$ cat src/rtl/rx_ctrl_pkg.sv
`timescale 1ns/1ps
package rx_ctrl_pkg;
    localparam int BYTE_W = 8;

    localparam logic [BYTE_W-1:0] ADR_STATUS = 8'h04;
    localparam logic [BYTE_W-1:0] ADR_A_RD   = 8'h05;
    localparam logic [BYTE_W-1:0] ADR_B_RD   = 8'h06;
    localparam logic [BYTE_W-1:0] ADR_A_WR   = 8'h08;
    localparam logic [BYTE_W-1:0] ADR_B_WR   = 8'h09;
    localparam logic [BYTE_W-1:0] ADR_C_WR   = 8'h11;

    // bit positions inside register B and C that other logic decodes
    localparam int B_STATIC  = 7;
    localparam int B_CLR_LOL = 6;
    localparam int B_ACQ     = 5;
    localparam int B_CLR_MEA = 3;
    localparam int C_LOS_INV = 2;

    typedef enum logic [3:0] {
        BS_IDLE,
        BS_ADDR,
        BS_ADDR_ACK,
        BS_SUB,
        BS_SUB_ACK,
        BS_WDATA,
        BS_WDATA_ACK,
        BS_RDATA,
        BS_RACK,
        BS_IGNORE
    } bus_state_t;
endpackage

$ cat src/rtl/i2c_line_sync.sv
`timescale 1ns/1ps
module i2c_line_sync #(
    parameter int STAGES = 2
) (
    input  logic clk,
    input  logic rst_n,
    input  logic scl_i,
    input  logic sda_i,
    output logic sda_s,
    output logic scl_rise,
    output logic scl_fall,
    output logic start_det,
    output logic stop_det
);
    logic [STAGES-1:0] scl_pipe, sda_pipe;
    logic scl_d, sda_d, scl_s;

    always_ff @(posedge clk or negedge rst_n) begin
        if (!rst_n) begin
            scl_pipe <= '1;
            sda_pipe <= '1;
            scl_d    <= 1'b1;
            sda_d    <= 1'b1;
        end else begin
            scl_pipe <= {scl_pipe[STAGES-2:0], scl_i};
            sda_pipe <= {sda_pipe[STAGES-2:0], sda_i};
            scl_d    <= scl_s;
            sda_d    <= sda_s;
        end
    end

    assign scl_s     = scl_pipe[STAGES-1];
    assign sda_s     = sda_pipe[STAGES-1];
    assign scl_rise  = scl_s & ~scl_d;
    assign scl_fall  = ~scl_s & scl_d;
    assign start_det = scl_s & scl_d & sda_d & ~sda_s;
    assign stop_det  = scl_s & scl_d & ~sda_d & sda_s;
endmodule

$ cat src/rtl/i2c_slave_fsm.sv
`timescale 1ns/1ps
module i2c_slave_fsm
    import rx_ctrl_pkg::*;
(
    input  logic              clk,
    input  logic              rst_n,
    input  logic              sda_s,
    input  logic              scl_rise,
    input  logic              scl_fall,
    input  logic              start_det,
    input  logic              stop_det,
    input  logic              strap_i,
    input  logic [BYTE_W-1:0] rd_data,
    output logic              sda_oe,
    output logic              wr_en,
    output logic [BYTE_W-1:0] reg_addr,
    output logic [BYTE_W-1:0] wr_data,
    output bus_state_t        state_o
);
    localparam int CNT_W = $clog2(BYTE_W + 1);
    localparam logic [CNT_W-1:0] FULL = CNT_W'(BYTE_W);

    bus_state_t state_q, state_d;
    logic [CNT_W-1:0]  bit_cnt;
    logic [BYTE_W-1:0] shreg, tx;
    logic              rw_q, nack_q, byte_full, addr_hit;

    assign byte_full = (bit_cnt == FULL);
    assign addr_hit  = (shreg[7:1] == {1'b1, strap_i, 5'b00000});
    assign state_o   = state_q;

    always_ff @(posedge clk or negedge rst_n) begin
        if (!rst_n) state_q <= BS_IDLE;
        else        state_q <= state_d;
    end

    always_comb begin
        state_d = state_q;
        if (stop_det)       state_d = BS_IDLE;
        else if (start_det) state_d = BS_ADDR;
        else begin
            unique case (state_q)
                BS_IDLE:      state_d = BS_IDLE;
                BS_ADDR:      if (scl_fall && byte_full) state_d = addr_hit ? BS_ADDR_ACK : BS_IGNORE;
                BS_ADDR_ACK:  if (scl_fall) state_d = rw_q ? BS_RDATA : BS_SUB;
                BS_SUB:       if (scl_fall && byte_full) state_d = BS_SUB_ACK;
                BS_SUB_ACK:   if (scl_fall) state_d = BS_WDATA;
                BS_WDATA:     if (scl_fall && byte_full) state_d = BS_WDATA_ACK;
                BS_WDATA_ACK: if (scl_fall) state_d = BS_WDATA;
                BS_RDATA:     if (scl_fall && byte_full) state_d = BS_RACK;
                BS_RACK:      if (scl_fall) state_d = nack_q ? BS_IGNORE : BS_RDATA;
                BS_IGNORE:    state_d = BS_IGNORE;
                default:      state_d = BS_IDLE;
            endcase
        end
    end

    always_ff @(posedge clk or negedge rst_n) begin
        if (!rst_n) begin
            bit_cnt  <= '0;
            shreg    <= '0;
            tx       <= '0;
            rw_q     <= 1'b0;
            nack_q   <= 1'b0;
            sda_oe   <= 1'b0;
            wr_en    <= 1'b0;
            wr_data  <= '0;
            reg_addr <= '0;
        end else begin
            wr_en <= 1'b0;
            if (start_det || stop_det) begin
                bit_cnt <= '0;
                sda_oe  <= 1'b0;
            end else begin
                unique case (state_q)
                    BS_ADDR, BS_SUB, BS_WDATA: begin
                        if (scl_rise && !byte_full) begin
                            shreg   <= {shreg[BYTE_W-2:0], sda_s};
                            bit_cnt <= bit_cnt + 1'b1;
                        end
                        if (scl_fall && byte_full) begin
                            bit_cnt <= '0;
                            if (state_q == BS_ADDR) begin
                                rw_q   <= shreg[0];
                                sda_oe <= addr_hit;
                            end else if (state_q == BS_SUB) begin
                                reg_addr <= shreg;
                                sda_oe   <= 1'b1;
                            end else begin
                                wr_en   <= 1'b1;
                                wr_data <= shreg;
                                sda_oe  <= 1'b1;
                            end
                        end
                    end
                    BS_ADDR_ACK: if (scl_fall) begin
                        bit_cnt <= '0;
                        if (rw_q) begin
                            tx       <= rd_data;
                            sda_oe   <= ~rd_data[BYTE_W-1];
                            reg_addr <= reg_addr + 1'b1;
                        end else begin
                            sda_oe <= 1'b0;
                        end
                    end
                    BS_SUB_ACK, BS_WDATA_ACK: if (scl_fall) begin
                        sda_oe <= 1'b0;
                        if (state_q == BS_WDATA_ACK) reg_addr <= reg_addr + 1'b1;
                    end
                    BS_RDATA: begin
                        if (scl_rise && !byte_full) bit_cnt <= bit_cnt + 1'b1;
                        if (scl_fall) begin
                            if (byte_full) begin
                                sda_oe  <= 1'b0;
                                bit_cnt <= '0;
                            end else begin
                                tx     <= {tx[BYTE_W-2:0], 1'b0};
                                sda_oe <= ~tx[BYTE_W-2];
                            end
                        end
                    end
                    BS_RACK: begin
                        if (scl_rise) nack_q <= sda_s;
                        if (scl_fall && !nack_q) begin
                            tx       <= rd_data;
                            sda_oe   <= ~rd_data[BYTE_W-1];
                            reg_addr <= reg_addr + 1'b1;
                        end
                    end
                    default: ;
                endcase
            end
        end
    end
endmodule

$ cat src/rtl/rx_csr_bank.sv
`timescale 1ns/1ps
module rx_csr_bank
    import rx_ctrl_pkg::*;
(
    input  logic              clk,
    input  logic              rst_n,
    input  logic              wr_en,
    input  logic [BYTE_W-1:0] addr,
    input  logic [BYTE_W-1:0] wr_data,
    input  logic              los_raw_i,
    input  logic              lol_live_i,
    input  logic              meas_done_i,
    output logic [BYTE_W-1:0] rd_data,
    output logic [BYTE_W-1:0] ctrl_a,
    output logic              lol_static,
    output logic              lol_sticky,
    output logic              lol_o,
    output logic              los_o,
    output logic              freq_acq_o
);
    logic [BYTE_W-1:0] ctrl_b, fall_bits;
    logic              los_inv, meas_sticky, wr_b;

    assign wr_b      = wr_en && (addr == ADR_B_WR);
    assign fall_bits = ctrl_b & ~wr_data;   // bits going 1 -> 0

    always_ff @(posedge clk or negedge rst_n) begin
        if (!rst_n) begin
            ctrl_a      <= '0;
            ctrl_b      <= '0;
            los_inv     <= 1'b0;
            lol_sticky  <= 1'b0;
            meas_sticky <= 1'b0;
            freq_acq_o  <= 1'b0;
        end else begin
            if (wr_en && addr == ADR_A_WR) ctrl_a  <= wr_data;
            if (wr_b)                      ctrl_b  <= wr_data;
            if (wr_en && addr == ADR_C_WR) los_inv <= wr_data[C_LOS_INV];
            lol_sticky  <= lol_live_i  | (lol_sticky  & ~(wr_b & fall_bits[B_CLR_LOL]));
            meas_sticky <= meas_done_i | (meas_sticky & ~(wr_b & fall_bits[B_CLR_MEA]));
            freq_acq_o  <= wr_b & fall_bits[B_ACQ];
        end
    end

    assign lol_static = ctrl_b[B_STATIC];
    assign lol_o      = lol_static ? lol_sticky : lol_live_i;
    assign los_o      = los_raw_i ^ los_inv;

    always_comb begin
        case (addr)
            ADR_STATUS: rd_data = {2'b00, los_raw_i, lol_sticky, lol_live_i, meas_sticky, 2'b00};
            ADR_A_RD:   rd_data = ctrl_a;
            ADR_B_RD:   rd_data = ctrl_b;
            default:    rd_data = '0;
        endcase
    end
endmodule

$ cat src/rtl/rx_ctrl_i2c_slave.sv
`timescale 1ns/1ps
module rx_ctrl_i2c_slave
    import rx_ctrl_pkg::*;
#(
    parameter int SYNC_STAGES = 2
) (
    input  logic              clk,
    input  logic              rst_n,
    input  logic              scl_i,
    input  logic              sda_i,
    input  logic              strap_i,
    output logic              sda_oe_o,
    input  logic              los_raw_i,
    input  logic              lol_live_i,
    input  logic              meas_done_i,
    output logic              lol_o,
    output logic              los_o,
    output logic              freq_acq_o,
    output logic [BYTE_W-1:0] ctrl_a_o
);
    logic              sda_s, scl_rise, scl_fall, start_det, stop_det;
    logic              wr_en, lol_static, lol_sticky;
    logic [BYTE_W-1:0] reg_addr, wr_data, rd_data;
    bus_state_t        bus_state;

    i2c_line_sync #(.STAGES(SYNC_STAGES)) u_sync (
        .clk(clk), .rst_n(rst_n), .scl_i(scl_i), .sda_i(sda_i),
        .sda_s(sda_s), .scl_rise(scl_rise), .scl_fall(scl_fall),
        .start_det(start_det), .stop_det(stop_det)
    );

    i2c_slave_fsm u_fsm (
        .clk(clk), .rst_n(rst_n), .sda_s(sda_s), .scl_rise(scl_rise),
        .scl_fall(scl_fall), .start_det(start_det), .stop_det(stop_det),
        .strap_i(strap_i), .rd_data(rd_data), .sda_oe(sda_oe_o),
        .wr_en(wr_en), .reg_addr(reg_addr), .wr_data(wr_data),
        .state_o(bus_state)
    );

    rx_csr_bank u_csr (
        .clk(clk), .rst_n(rst_n), .wr_en(wr_en), .addr(reg_addr),
        .wr_data(wr_data), .los_raw_i(los_raw_i), .lol_live_i(lol_live_i),
        .meas_done_i(meas_done_i), .rd_data(rd_data), .ctrl_a(ctrl_a_o),
        .lol_static(lol_static), .lol_sticky(lol_sticky), .lol_o(lol_o),
        .los_o(los_o), .freq_acq_o(freq_acq_o)
    );
endmodule

$ cat config.mk
export PLATFORM = sky130hd
export DESIGN_NAME = rx_ctrl_i2c_slave
export DESIGN_NICKNAME = d
export VERILOG_FILES = /design/src/rtl/rx_ctrl_pkg.sv /design/src/rtl/i2c_line_sync.sv /design/src/rtl/i2c_slave_fsm.sv /design/src/rtl/rx_csr_bank.sv /design/src/rtl/rx_ctrl_i2c_slave.sv
export SDC_FILE = /design/constraint.sdc
export NUM_CORES = 1
export LEC_CHECK = 0
export ABC_AREA = 0
export ABC_CLOCK_PERIOD_IN_PS = 2100
export BUFFER_PORTS_ARGS = -buffer_cell sky130_fd_sc_hd__buf_2
export CAP_MARGIN = 0
export CORE_MARGIN = 5
export CORE_UTILIZATION = 40
export DETAILED_ROUTE_END_ITERATION = 6
export GPL_TIMING_DRIVEN = 0
export HOLD_SLACK_MARGIN = 0.05
export PLACE_DENSITY = 0.59
export SYNTH_ARGS = -nofsm -noshare
export SYNTH_HDL_FRONTEND = slang
export SYNTH_SLANG_ARGS = --single-unit
export TNS_END_PERCENT = 30
$ cat constraint.sdc
create_clock -name clk -period 2.1 [get_ports clk]
set_clock_uncertainty 0.15 [all_clocks]
set_input_delay 0.105 -clock clk [delete_from_list [all_inputs] [get_ports clk]]
set_output_delay 0.105 -clock clk [all_outputs]
set_load 0.02 [all_outputs]
Word-level counts from Yosys, hierarchy flattened
Cells that the tools add are included.

Register bits: 69. Bits of input ports: 8. Output and inout port bits: 12. Word-level logic and storage cells: 165.

Add/subtract/negate cells: 2. Equality and inequality tests: 39. Multiplexer cells: 52. Bitwise logic cells: 28. Reduce and logical (&&, ||, !) cells: 24.

Operators with widths (number): $mux 4 (17); $mux 8 (8); $mux 7 (5); $pmux 4 s8 (1); $pmux 8 s4 (1); $ne 4x1->1 const B (7); $eq 8x3->1 const B (3); $pmux 8 s3 (1); $pmux 7 s3 (1); $eq 4x3->1 const B (4); $eq 8x4->1 const B (2); $ne 2x1->1 const B (8); $mux 1 (15); $ne 3x1->1 const B (5); $reduce_and 7->1 (2); $and 1x1->1 (12); $eq 4x4->1 const B (3); $pmux 4 s3 (1); $not 1->1 (11); $reduce_and 10->1 (1); $add 8x1->8 const B (1); $eq 4x2->1 const B (2); $eq 8x5->1 const B (1); $reduce_bool 4->1 (2); other kinds (22) (31).

Longest topological paths before layout
Word-level depth: 8. Depth in mapped cells: 9. Mapped depth without buffers: 7.

By module
Synthesis repeated with hierarchy kept, for this count alone.

Cells, all modules: 336. Area total of the unflattened synthesis: 3792.4 um2.

Modules (own cells, without submodules): i2c_slave_fsm (instances 1, cells an instance 243, area an instance 2568.7 um2, seq. area each 1076.0 um2); rx_csr_bank (instances 1, cells an instance 83, area an instance 1033.5 um2, seq. area each 500.5 um2); i2c_line_sync (instances 1, cells an instance 10, area an instance 190.2 um2, seq. area each 157.7 um2).

Least setup slack after synthesis
Ideal clock, no wire load.

Path kind: reg2reg. From: register u_fsm.reg_addr[4]. To: register u_csr.ctrl_b[1]. Library setup time: 0.125 ns. Arrival: 1.852 ns. Slack: -0.026 ns. Stages on the path, launching flop included: 6. Clock period less this slack: 2.126 ns. Cells stage by stage: dfrtp_1 -> or4_4 -> nor3b_1 -> and3_1 -> buf_2 -> mux2_2.

Word-level cells in the longest chain between the ends: 2.

RTL lines: from (decl) (line i2c_slave_fsm.sv:16) `output logic [BYTE_W-1:0] reg_addr,`; from (signal assigned) (line i2c_slave_fsm.sv:87) `reg_addr <= shreg;`; from (signal assigned) (line i2c_slave_fsm.sv:101) `reg_addr <= reg_addr + 1'b1;`; from (signal assigned) (line i2c_slave_fsm.sv:108) `if (state_q == BS_WDATA_ACK) reg_addr <= reg_addr + 1'b1;`; $eq 8x4->1 (line rx_csr_bank.sv:24) `assign wr_b = wr_en && (addr == ADR_B_WR);`; $logic_and 1x1->1 (line rx_csr_bank.sv:24); to (signal assigned) (line rx_csr_bank.sv:37) `if (wr_b) ctrl_b <= wr_data;`; to (decl) (line rx_csr_bank.sv:21) `logic [BYTE_W-1:0] ctrl_b, fall_bits;`.

Every way passes these cells. A chain may end at the register's enable or synchronous reset.

Worst setup path after layout
From: register u_fsm.shreg[1]. To: register u_fsm.state_q[3], in the netlist u_fsm.state_o[3].

Word-level cells in the longest chain between the ends: 6.

RTL lines: from (decl) (line i2c_slave_fsm.sv:25) `logic [BYTE_W-1:0] shreg, tx;`; from (signal assigned) (line i2c_slave_fsm.sv:78) `shreg <= {shreg[BYTE_W-2:0], sda_s};`; $eq 7x7->1 (line i2c_slave_fsm.sv:29) `assign addr_hit = (shreg[7:1] == {1'b1, strap_i, 5'b00000});`; $mux 4 (2 in a row) (line i2c_slave_fsm.sv:44) `BS_ADDR: if (scl_fall && byte_full) state_d = addr_hit ? BS_ADDR_ACK : BS_IGNORE;`; $pmux 4 s8 (line i2c_slave_fsm.sv:42) `unique case (state_q)`; $mux 4 (line i2c_slave_fsm.sv:40) `else if (start_det) state_d = BS_ADDR;`; $mux 4 (line i2c_slave_fsm.sv:39) `if (stop_det) state_d = BS_IDLE;`; to (signal assigned) (line i2c_slave_fsm.sv:34) `else state_q <= state_d;`; to (decl) (line i2c_slave_fsm.sv:23) `bus_state_t state_q, state_d;`.

Every way passes these cells. The select of a mux whose other input is x is not followed.

==> impl_metrics.env <==
export IMPL_route_antenna_remaining_nets=0
export IMPL_maxSlewHeadroom_pct=42.4
export IMPL_top_signal_layer_used="met4"
export IMPL_place_inst=459
export IMPL_final_cells=495
export IMPL_insertedDiodeCount=0
export IMPL_met2_length_um=4180
export IMPL_yosysSeqAreaShare_pct=48.6
export IMPL_pin_count_of_the_biggest_net_entering_global_routing=70
export IMPL_synth_cell_types=57
export IMPL_cts_inserted_buffers=9
export IMPL_min_delay_path_class="primary input to register"
export IMPL_clock_tree_from_tritoncts="done"
export IMPL_report_final_setup_viol=22
export IMPL_synth_top_cells_by_area="sky130_fd_sc_hd__dfrtp_1 (44%), sky130_fd_sc_hd__mux2_2 (12%), sky130_fd_sc_hd__dfstp_2 (4.4%), sky130_fd_sc_hd__nor2_1 (3.1%), sky130_fd_sc_hd__a21oi_1 (2.2%)"
export IMPL_grt_total_usage_pct=16.8
export IMPL_area_growth_pct=25.2
export IMPL_ys_flop_type="sky130_fd_sc_hd__dfrtp_1"
export IMPL_floorplan_die_area_um2=10900
export IMPL_synthDominantCellAreaShare_pct=44.2
export IMPL_post_synth_xor_area_fraction_pct=0.982
export IMPL_detail_route_drc_violations=0
export IMPL_clkTransAtPathRegs_ns=0.08
export IMPL_routability_congestion_estimate=0.927
export IMPL_postSynthCellCount=332
export IMPL_final_global_route_overflow_total=0
export IMPL_synth_fa_ha_area_share_pct=2.10
export IMPL_grt_first_pass_wirelength_um=15000
export IMPL_die_w_um=104
export IMPL_share_of_final_layout_standard_cells_stronger_than_drive_strength_1_pct=41.1
export IMPL_ctsLongestPathBuffers=2
export IMPL_leakage_nw=2.06
export IMPL_failed_checks="setup timing"
export IMPL_max_freq_mhz=452
export IMPL_synth_fp_nets=346
export IMPL_synthArstFlopShare_pct=100
export IMPL_multiplexer_share_of_the_synthesized_area_pct=12.2
export IMPL_num_io_pins=20
export IMPL_cts_max_level=3
export IMPL_synthesis_yosys_warnings=0
export IMPL_worstPathMaxFanout=2
export IMPL_hold_viol_final=0
export IMPL_row_count=34
export IMPL_dr_first_iter_drc_count=147
export IMPL_timing_final_crit_share_pct=105
export IMPL_number_of_clock_sinks=69
export IMPL_synth_edf_count=0
export IMPL_final_period_minus_worst_setup_slack_ns=2.21
export IMPL_yosys_area_top_type="sky130_fd_sc_hd__dfrtp_1"
export IMPL_timing_setup_critical_path_class="register to register"
export IMPL_dr_total_vias=2826
export IMPL_power_density_cell_area_nw_per_um2=1080
export IMPL_place_hpwl_um=5690
export IMPL_detail_route_first_pass_iterations=5
export IMPL_dpl_worst_slack_ns=-0.430
export IMPL_vias_in_the_first_global_route=2922
export IMPL_dr_wl_met3_um=414
export IMPL_rsz0062_at_grt="true"
export IMPL_die_y_um=104
export IMPL_yosys_top_cells_count="sky130_fd_sc_hd__dfrtp_1 (63), sky130_fd_sc_hd__mux2_2 (37), sky130_fd_sc_hd__nor2_1 (29), sky130_fd_sc_hd__a21oi_1 (16), sky130_fd_sc_hd__o21ai_0 (14)"
export IMPL_start_kind="register"
export IMPL_start_util_pct=40.9
export IMPL_netlist_area_um2=3570
export IMPL_synth_top_family_by_area="simple AND/OR/NAND/NOR gates"
export IMPL_antenna_found_initial=0
export IMPL_worstSkewPairLatency_ns=0.35
export IMPL_synth_simple_gate_area_share_pct=17.5
export IMPL_timing_worst_slew_pin_value_ns=0.864
export IMPL_ys_seq_elements=69
export IMPL_fraction_of_the_mapped_netlist_area_in_compound_gates_pct=15.3
export IMPL_worst_endpoint_required_ns=2.19
export IMPL_yosysMostFrequentCell="sky130_fd_sc_hd__dfrtp_1"
export IMPL_vias_per_cell=5.71
export IMPL_postSynthAreaPerCell_um2=10.7
export IMPL_final_net_count=396
export IMPL_outcome="finished, violations left"
export IMPL_clock_tree_root_cell="sky130_fd_sc_hd__clkbuf_8"
export IMPL_max_cap_violations=0
export IMPL_detail_route_wl_per_cell_um=17.7
export IMPL_design_core_area_um2=8720
export IMPL_buffer_ports_inserted=19
export IMPL_postRouteWirelength_um=8740
export IMPL_arrival_time_reported_for_the_critical_path_endpoint_ns=2.30
export IMPL_finalWorstSetupSlack_ns=-0.112
export IMPL_finalMaxSlewViolations=0
export IMPL_layout_filler_cells=754
export IMPL_detail_route_wirelength_met1_um=4010
export IMPL_vdd_ir_drop_worst_mv=0.514
export IMPL_setup_worst_path_end_class="register"
## cell families after synthesis
group,Yosys count
AOI/OAI and AO/OA,77
xor gates and xnor gates,4
adders and majority gates,6
buffers and inverters,26
DFF,69
muxes,39
and+or+nand+nor,111
## area by class of cell
type                       instances  area (um2)  share of cell area (%)
clock buffer                       9         124                    2.77
buffer                            15         118                    2.63
timing repair buffer              41         305                    6.83
inverter                           9        33.8                   0.756
multi-input combinational        237        1940                    43.4
clock inverter                     7        77.6                    1.74
sequential                        69        1740                    38.9
tap                              108         135                    3.03
## sequential cells by signal, summed over array words and instances, names as in the netlist
register,flops
u_fsm.bit_cnt,4
u_fsm.sda_oe,1
u_csr.ctrl_a,8
u_csr.ctrl_b,8
u_sync.sda_pipe,2
u_csr.lol_sticky,1
u_fsm.shreg,8
u_fsm.tx,7
u_fsm.reg_addr,8
u_fsm.wr_en,1
u_sync.scl_d,1
u_csr.freq_acq_o,1
u_csr.meas_sticky,1
u_fsm.rw_q,1
u_sync.sda_d,1
u_csr.los_inv,1
u_fsm.state_o,4
u_sync.scl_pipe,2
u_fsm.nack_q,1
u_fsm.wr_data,8
## worst max-delay path, stage by stage (launching register included)
cell and delay (ns):
sky130_fd_sc_hd__dfrtp_1 0.41, sky130_fd_sc_hd__or4_4 0.56, sky130_fd_sc_hd__nor4b_4 0.39, sky130_fd_sc_hd__nor4_4 0.07, sky130_fd_sc_hd__or3_1 0.32, sky130_fd_sc_hd__a22o_1 0.21
## path summary, 6_finish.rpt
check | startpoint | end | slack (ns) | cells past startpoint
min in group asynchronous | rst_n | u_fsm.state_o[3] | 0.26 | 2
setup / recovery | u_fsm.shreg[1] | u_fsm.state_o[3] | -0.11 | 5
hold / removal | los_raw_i | u_fsm.tx[5] | 0.15 | 5
hold reg to reg | u_sync.scl_pipe[0] | u_sync.scl_pipe[1] | 0.21 | 0
max in group asynchronous | rst_n | u_fsm.reg_addr[4] | 0.92 | 2
setup reg to reg | u_fsm.shreg[1] | u_fsm.state_o[3] | -0.11 | 5
## through the flow
step	utilization, %	hold WS, ns	total power (W)	instance area, um2	TNS (ns)
finish	51.2	0.149	0.00485	4470	-0.642
global route	51.2	0.159	0.00517	4470	-2.71
CTS	49.2	0.101	0.00471	4290	-0.358
detailed placement	43.6	0.0640	0.00329	3800	-11.83
global placement	43.6	0.0642	0.00326	3800	-11.83
floorplan	-	-0.341	0.00286	3570	-0.00764
## routing by layer
| metal | vias to the layer above | GRT usage [%] |
|---|---|---|
| met5 | - | 0 |
| met4 | 0 | 5.18 |
| met3 | 15 | 4.10 |
| met2 | 76 | 26.6 |
| met1 | 1398 | 22.6 |
| li1 | 1337 | - |
## report_power, final
group	internal [W]	switching [W]	total (W)
registers	0.00156	0.000267	0.00182
logic	0.000891	0.00101	0.00190
clock network	0.000565	0.000552	0.00112
total	0.00301	0.00183	0.00485
## what timing repair did
item,4_1_cts,5_1_grt
endpoints found under the setup margin,58,57
setup buffers,6,10
resized for setup,49,30
gates cloned,0,1
hold endpoints to repair,67,0
pin swaps,15,15
hold buffers,5,0
## cells in the final DEF, fill, tap and decap left out, types with 5 or more instances in the layout
cell / n
sky130_fd_sc_hd__o21ai_0: 11
sky130_fd_sc_hd__clkbuf_8: 10
sky130_fd_sc_hd__a22o_1: 5
sky130_fd_sc_hd__nor2_2: 7
sky130_fd_sc_hd__nand2_1: 13
sky130_fd_sc_hd__ha_1: 6
sky130_fd_sc_hd__mux2_2: 30
sky130_fd_sc_hd__inv_1: 7
sky130_fd_sc_hd__dfstp_2: 6
sky130_fd_sc_hd__nor2_1: 20
sky130_fd_sc_hd__a21o_1: 5
sky130_fd_sc_hd__nor3_1: 8
sky130_fd_sc_hd__dfrtp_1: 62
sky130_fd_sc_hd__o21ai_2: 6
sky130_fd_sc_hd__a2bb2oi_1: 7
sky130_fd_sc_hd__dlygate4sd3_1: 5
sky130_fd_sc_hd__nand3_1: 7
sky130_fd_sc_hd__mux2_4: 7
sky130_fd_sc_hd__buf_4: 19
sky130_fd_sc_hd__a21oi_1: 15
sky130_fd_sc_hd__buf_2: 19
(Power assumes the default switching activity.)
